--- config.mk ---
export PLATFORM = sky130hd
export DESIGN_NAME = ora_chain
export DESIGN_NICKNAME = d
export VERILOG_FILES = /design/src/rtl/ora_pkg.sv /design/src/rtl/ora_ctl.sv /design/src/rtl/ora_compare.sv /design/src/rtl/ora_cell.sv /design/src/rtl/ora_chain.sv
export SDC_FILE = /design/constraint.sdc
export NUM_CORES = 1
export LEC_CHECK = 0
export BUFFER_PORTS_ARGS = -buffer_cell sky130_fd_sc_hd__buf_2
export CORE_AREA = 2 2 122 124
export CTS_BUF_LIST = sky130_fd_sc_hd__clkbuf_8
export CTS_CLUSTER_SIZE = 28
export DETAILED_ROUTE_END_ITERATION = 16
export DIE_AREA = 0 0 124 126
export HOLD_SLACK_MARGIN = 0.1
export SETUP_SLACK_MARGIN = 0.3
export SLEW_MARGIN = 20
export SYNTH_ARGS = -nofsm -noshare
export SYNTH_HDL_FRONTEND = slang
export SYNTH_SLANG_ARGS = --single-unit
--- constraint.sdc ---
create_clock -name clk -period 1 [get_ports clk]
set_clock_uncertainty 0.15 [all_clocks]
set_input_delay 0.05 -clock clk [delete_from_list [all_inputs] [get_ports clk]]
set_output_delay 0.05 -clock clk [all_outputs]
set_load 0.05 [all_outputs]
--- src/rtl/ora_pkg.sv ---
package ora_pkg;

    typedef enum logic {
        CMP_RING  = 1'b0,
        CMP_INTRA = 1'b1
    } cmp_mode_e;

    typedef struct packed {
        logic shift;
        logic sample;
    } ora_ctl_t;

    function automatic int ports_per_ram(cmp_mode_e mode);
        return (mode == CMP_RING) ? 2 : 1;
    endfunction

    function automatic int num_cells(cmp_mode_e mode, int n_ram, int d_w);
        return n_ram * d_w * ports_per_ram(mode);
    endfunction

    function automatic int ring_next(int r, int n_ram);
        return (r + 1) % n_ram;
    endfunction

endpackage

--- src/rtl/ora_ctl.sv ---
module ora_ctl
    import ora_pkg::*;
(
    input  logic     clk,
    input  logic     rst,
    input  logic     shift_en,
    input  logic     cmp_valid,
    output ora_ctl_t ctl
);
    always_comb begin
        ctl.shift  = shift_en;
        ctl.sample = cmp_valid & ~shift_en;
    end

    AST_SHIFT_WINS: assert property (@(posedge clk) disable iff (rst)
        (shift_en && cmp_valid) |-> (ctl.shift && !ctl.sample));
endmodule

--- src/rtl/ora_compare.sv ---
module ora_compare
    import ora_pkg::*;
#(
    parameter int        NUM_RAM = 4,
    parameter int        DATA_W  = 8,
    parameter cmp_mode_e MODE    = CMP_RING,
    localparam int       BUS_W   = NUM_RAM * DATA_W,
    localparam int       CELLS   = num_cells(MODE, NUM_RAM, DATA_W)
)(
    input  logic [BUS_W-1:0] a_data,
    input  logic [BUS_W-1:0] b_data,
    output logic [CELLS-1:0] mismatch
);
    generate
        if (MODE == CMP_RING) begin : g_ring
            for (genvar r = 0; r < NUM_RAM; r++) begin : g_ram
                localparam int NR = ring_next(r, NUM_RAM);
                for (genvar b = 0; b < DATA_W; b++) begin : g_bit
                    assign mismatch[(r*2+0)*DATA_W+b] =
                        a_data[r*DATA_W+b] ^ a_data[NR*DATA_W+b];
                    assign mismatch[(r*2+1)*DATA_W+b] =
                        b_data[r*DATA_W+b] ^ b_data[NR*DATA_W+b];
                end
            end
        end else begin : g_intra
            for (genvar r = 0; r < NUM_RAM; r++) begin : g_ram
                for (genvar b = 0; b < DATA_W; b++) begin : g_bit
                    assign mismatch[r*DATA_W+b] =
                        a_data[r*DATA_W+b] ^ b_data[r*DATA_W+b];
                end
            end
        end
    endgenerate
endmodule

--- src/rtl/ora_cell.sv ---
module ora_cell
    import ora_pkg::*;
(
    input  logic     clk,
    input  logic     rst,
    input  ora_ctl_t ctl,
    input  logic     mismatch,
    input  logic     shift_in,
    output logic     flag_q
);
    always_ff @(posedge clk) begin
        if (rst)
            flag_q <= 1'b0;
        else if (ctl.shift)
            flag_q <= shift_in;
        else if (ctl.sample)
            flag_q <= flag_q | mismatch;
    end

    AST_RESET_CLEARS: assert property (@(posedge clk)
        rst |=> !flag_q);
    AST_FLAG_STICKY: assert property (@(posedge clk) disable iff (rst)
        (flag_q && !ctl.shift) |=> flag_q);
    AST_SHIFT_MOVES: assert property (@(posedge clk) disable iff (rst)
        ctl.shift |=> (flag_q == $past(shift_in)));
    AST_IDLE_HOLDS: assert property (@(posedge clk) disable iff (rst)
        (!ctl.shift && !ctl.sample) |=> $stable(flag_q));
endmodule

--- src/rtl/ora_chain.sv ---
module ora_chain
    import ora_pkg::*;
#(
    parameter int        NUM_RAM = 4,
    parameter int        DATA_W  = 8,
    parameter cmp_mode_e MODE    = CMP_RING
)(
    input  logic                      clk,
    input  logic                      rst,
    input  logic                      shift_en,
    input  logic                      cmp_valid,
    input  logic [NUM_RAM*DATA_W-1:0] port_a_data,
    input  logic [NUM_RAM*DATA_W-1:0] port_b_data,
    output logic                      scan_out
);
    localparam int CELLS = num_cells(MODE, NUM_RAM, DATA_W);

    ora_ctl_t         ctl;
    logic [CELLS-1:0] mismatch;
    logic [CELLS:0]   chain;

    ora_ctl u_ctl (
        .clk       (clk),
        .rst       (rst),
        .shift_en  (shift_en),
        .cmp_valid (cmp_valid),
        .ctl       (ctl)
    );

    ora_compare #(.NUM_RAM(NUM_RAM), .DATA_W(DATA_W), .MODE(MODE)) u_cmp (
        .a_data   (port_a_data),
        .b_data   (port_b_data),
        .mismatch (mismatch)
    );

    assign chain[CELLS] = 1'b0;

    generate
        for (genvar k = 0; k < CELLS; k++) begin : g_cell
            ora_cell u_cell (
                .clk      (clk),
                .rst      (rst),
                .ctl      (ctl),
                .mismatch (mismatch[k]),
                .shift_in (chain[k+1]),
                .flag_q   (chain[k])
            );
        end
    endgenerate

    assign scan_out = chain[0];

    AST_SCAN_CLEAR: assert property (@(posedge clk)
        rst |=> !scan_out);
    AST_SCAN_STEP: assert property (@(posedge clk) disable iff (rst)
        shift_en |=> (scan_out == $past(chain[1])));
endmodule

==> summary.md <==
| Metric | Value |
|---|---|
| Total power | `7140 uW` |
| Port-buffer cells | `68` |
| Synthesized area | `3540 um2` |
| VDD IR max | `about 0.00053 V` |
| Largest registers | `g_cell.u_cell.flag_q: 64 flops` |
| Post-DRT Antenna Nets | `0` |
| Grt total ovfl | `0` |
| Primary FF master, synth | `dfxtp_1` |
| Clock Root Buffer | `clkbuf_8` |
| Total die area | `15600 um2` |
| Num ports | `just under 70` |
| FILL cells | `roughly 1500` |
| Main combinational cell family by area after synthesis | `simple AND/OR/NAND/NOR gates` |
| Storage element area | `1370 um2` |
| DP HPWL | `6420 um` |
| Number of H-tree levels | `3` |
| Yosys cell types | `14` |
| Failing checks | `hold timing, setup timing` |
| Post-layout util | `0.330` |
| WP data required | `0.80 ns` |
| Most flop-heavy register | `g_cell.u_cell.flag_q` |
| Drt pass-1 iters | `4` |
| Number of synthesized flops with an enable pin | `0` |
| Synth Area in Adders | `0` |
| Post-Synth Simple-Gate Area | `0.244` |
| Vias in the first global route | `approximately 2800` |
| FP Rows | `44` |
| Xor and xnor area share after synthesis | `0.158` |
| Starting density of the core | `0.247` |
| Dominant cell type by area after synthesis | `dfxtp_1` |
| MaxCap Viol Count | `0` |
| Initial antenna violation count | `0` |
| Multi-input gate area | `2310 um2` |
| Global placement routability congestion | `0.752` |
| Worst Hold Slack | `-0.0457 ns` |
| Proportion of layout cells with a drive suffix above 1 | `0.667` |
| Critical-path cell list | `buf_8` |
| Pins Over Slew Limit | `0` |
| RSZ-0062 raised after global routing | `true` |
| Core outline area | `14300 um2` |
| Worst-margin pin slew | `0.321 ns` |
| Worst setup margin | `-0.0583 ns` |
| Type of origin of the critical path | `flip-flop` |
| Final Hold Fails | `8` |
| Top post-synthesis cells by count | `64 x dfxtp_1, 64 x xor2_1, 63 x nor2b_1, 34 x nor3_1, 33 x a211oi_1` |
| Power density over cell area | `1510 nW/um2` |
| Leak | `around 0.0018 uW` |
| HP Class | `primary input to flip-flop` |
| Worst skew pair latency | `0.35 ns` |
| Min Clock Period, post-route | `between 1 and 1.5 ns` |
| Via-per-instance ratio | `4.41` |
| N_diodes | `0` |
| Chip Height | `126 um` |
| Die X-Extent | `about 120 um` |
| Vias | `around 2700` |
| Status | `complete, but fails checks` |
| DRT iter0 DRCs | `132` |
| Worst Path Class, Setup | `flip-flop to output pin` |
| Setup_tns | `-0.0583 ns` |
| CTS Buf Count | `9` |
| Avg Cell Area, Syn | `about 10 um2` |
| Fmax | `approximately 940 MHz` |
| Clock tree buffer depth | `2` |
| Synth-to-layout area growth | `33.4%` |
| Post-CTS Setup Bufs | `0` |
| Final Cycle Share | `1.06` |
| DRC violations left | `0` |
| Mapped Cells | `347` |
| Slew Limit Headroom | `0.785` |
| Crit path buffers/inverters | `1` |
| Register area share after synthesis | `0.362` |
| Num Clock Sinks | `64` |
| Fin cells | `between 600 and 700` |
| CTS tree | `yes` |
| Critical path arrival | `0.86 ns` |
| Largest net degree at the start of global routing | `37` |
| Crit path largest cell delay | `0.37 ns` |
| Critical Path End Type | `output pin` |
| Yosys reg bits | `64` |
| Synth Warn # | `0` |
| Wirelength per Cell | `14.4 um` |
| Mapped Nets | `415` |
| Crit-path max FO | `2` |
| GRT Total Usage | `0.119` |
| Placed cells | `586` |
| Endpoints failing setup | `1` |
| Total Wirelength | `8680 um` |
| Layout net count | `481` |
| Max FFs per register | `64` |
| Multiplexer share of the synthesized area | `0` |
| Worst path slowest cell | `dfxtp_4` |
| Area fraction in compound gates after synthesis | `0.177` |
| Family with the most delay on the worst path | `flip-flops` |
| Worst-path clk slew | `0.07 ns` |
| Top cells by area, synth | `dfxtp_1 36%, xor2_1 16%, nor2b_1 11%, a211oi_2 11%, nor3_2 8.5%` |
| Async set or reset register ratio after synthesis | `0` |
| Synth top area share | `0.362` |
| First-pass GRT wire length | `14400 um` |
==> worst paths after layout <==
| check | from | endpoint | slack, ns | cells after the start |
|---|---|---|---|---|
| max | g_cell[0].u_cell.flag_q$_SDFFE_PP0P_ | scan_out | -0.06 | 1 |
| max reg2reg | g_cell[0].u_cell.flag_q$_SDFFE_PP0P_ | g_cell[0].u_cell.flag_q$_SDFFE_PP0P_ | 0.11 | 2 |
| min | port_b_data[7] | g_cell[63].u_cell.flag_q$_SDFFE_PP0P_ | -0.05 | 4 |
| min reg2reg | g_cell[63].u_cell.flag_q$_SDFFE_PP0P_ | g_cell[63].u_cell.flag_q$_SDFFE_PP0P_ | 0.34 | 2 |
==> timing repair <==
item / 4_1_cts / 5_1_grt
hold endpoints to repair: 64 / 64
pin swaps: 102 / 3
endpoints found under the setup margin: 65 / 65
resized for setup: 85 / 10
==> placed cells by master (no fill, tap or decap) <==
master | netlist | final
nor2b_2 | 0 | 14
buf_2 | 8 | 65
buf_12 | 3 | 7
a211oi_4 | 0 | 1
nor3_1 | 34 | 29
nor3_2 | 30 | 35
buf_8 | 0 | 1
a211oi_2 | 30 | 62
a21oi_2 | 0 | 1
nor2b_1 | 63 | 46
xor2_1 | 64 | 64
clkinv_2 | 0 | 1
dfxtp_4 | 0 | 4
bufinv_16 | 0 | 3
clkbuf_8 | 0 | 11
nor2b_4 | 0 | 3
buf_4 | 7 | 10
dfxtp_2 | 0 | 60
clkinvlp_4 | 0 | 1
==> power by group <==
group | switching (uW) | internal, uW
registers | 170 | 2790
logic | 720 | 650
clock network | 1020 | 1790
total | 1910 | 5230
==> final cells by class <==
class | count | area share
clock buffer | 11 | 0.0321
clock inverter | 5 | 0.0217
multi-input combinational | 255 | 0.490
sequential | 64 | 0.290
tap | 184 | 0.0487
timing repair buffer | 83 | 0.118
==> per-stage QoR <==
stage | setup WS (ns) | area (um2)
after floorplan | 0.0680 | 3760
after global placement | -0.0511 | 4280
after detailed placement | -0.0821 | 4280
after CTS | -0.0835 | 4690
after global routing | -0.0941 | 4720
final | -0.0583 | 4720
==> per-layer routing <==
| metal | track usage | part of all wire | routed length [um] | up-vias |
|---|---|---|---|---|
| li1 | - | - | - | 1345 |
| met1 | 0.155 | 0.47 | 4070 | 1258 |
| met2 | 0.190 | 0.48 | 4160 | 44 |
| met3 | 0.0290 | 0.036 | 312 | 10 |
| met4 | 0.0456 | 0.015 | 134 | 0 |
| met5 | 0 | 0 | 0 | - |
==> kinds of logic after synthesis <==
group,Yosys count
and+or+nand+nor,127
xor gates and xnor gates,64
DFF,64
buffers and inverters,28
AOI/OAI and AO/OA,64
Power figures use the tool's default switching activity.
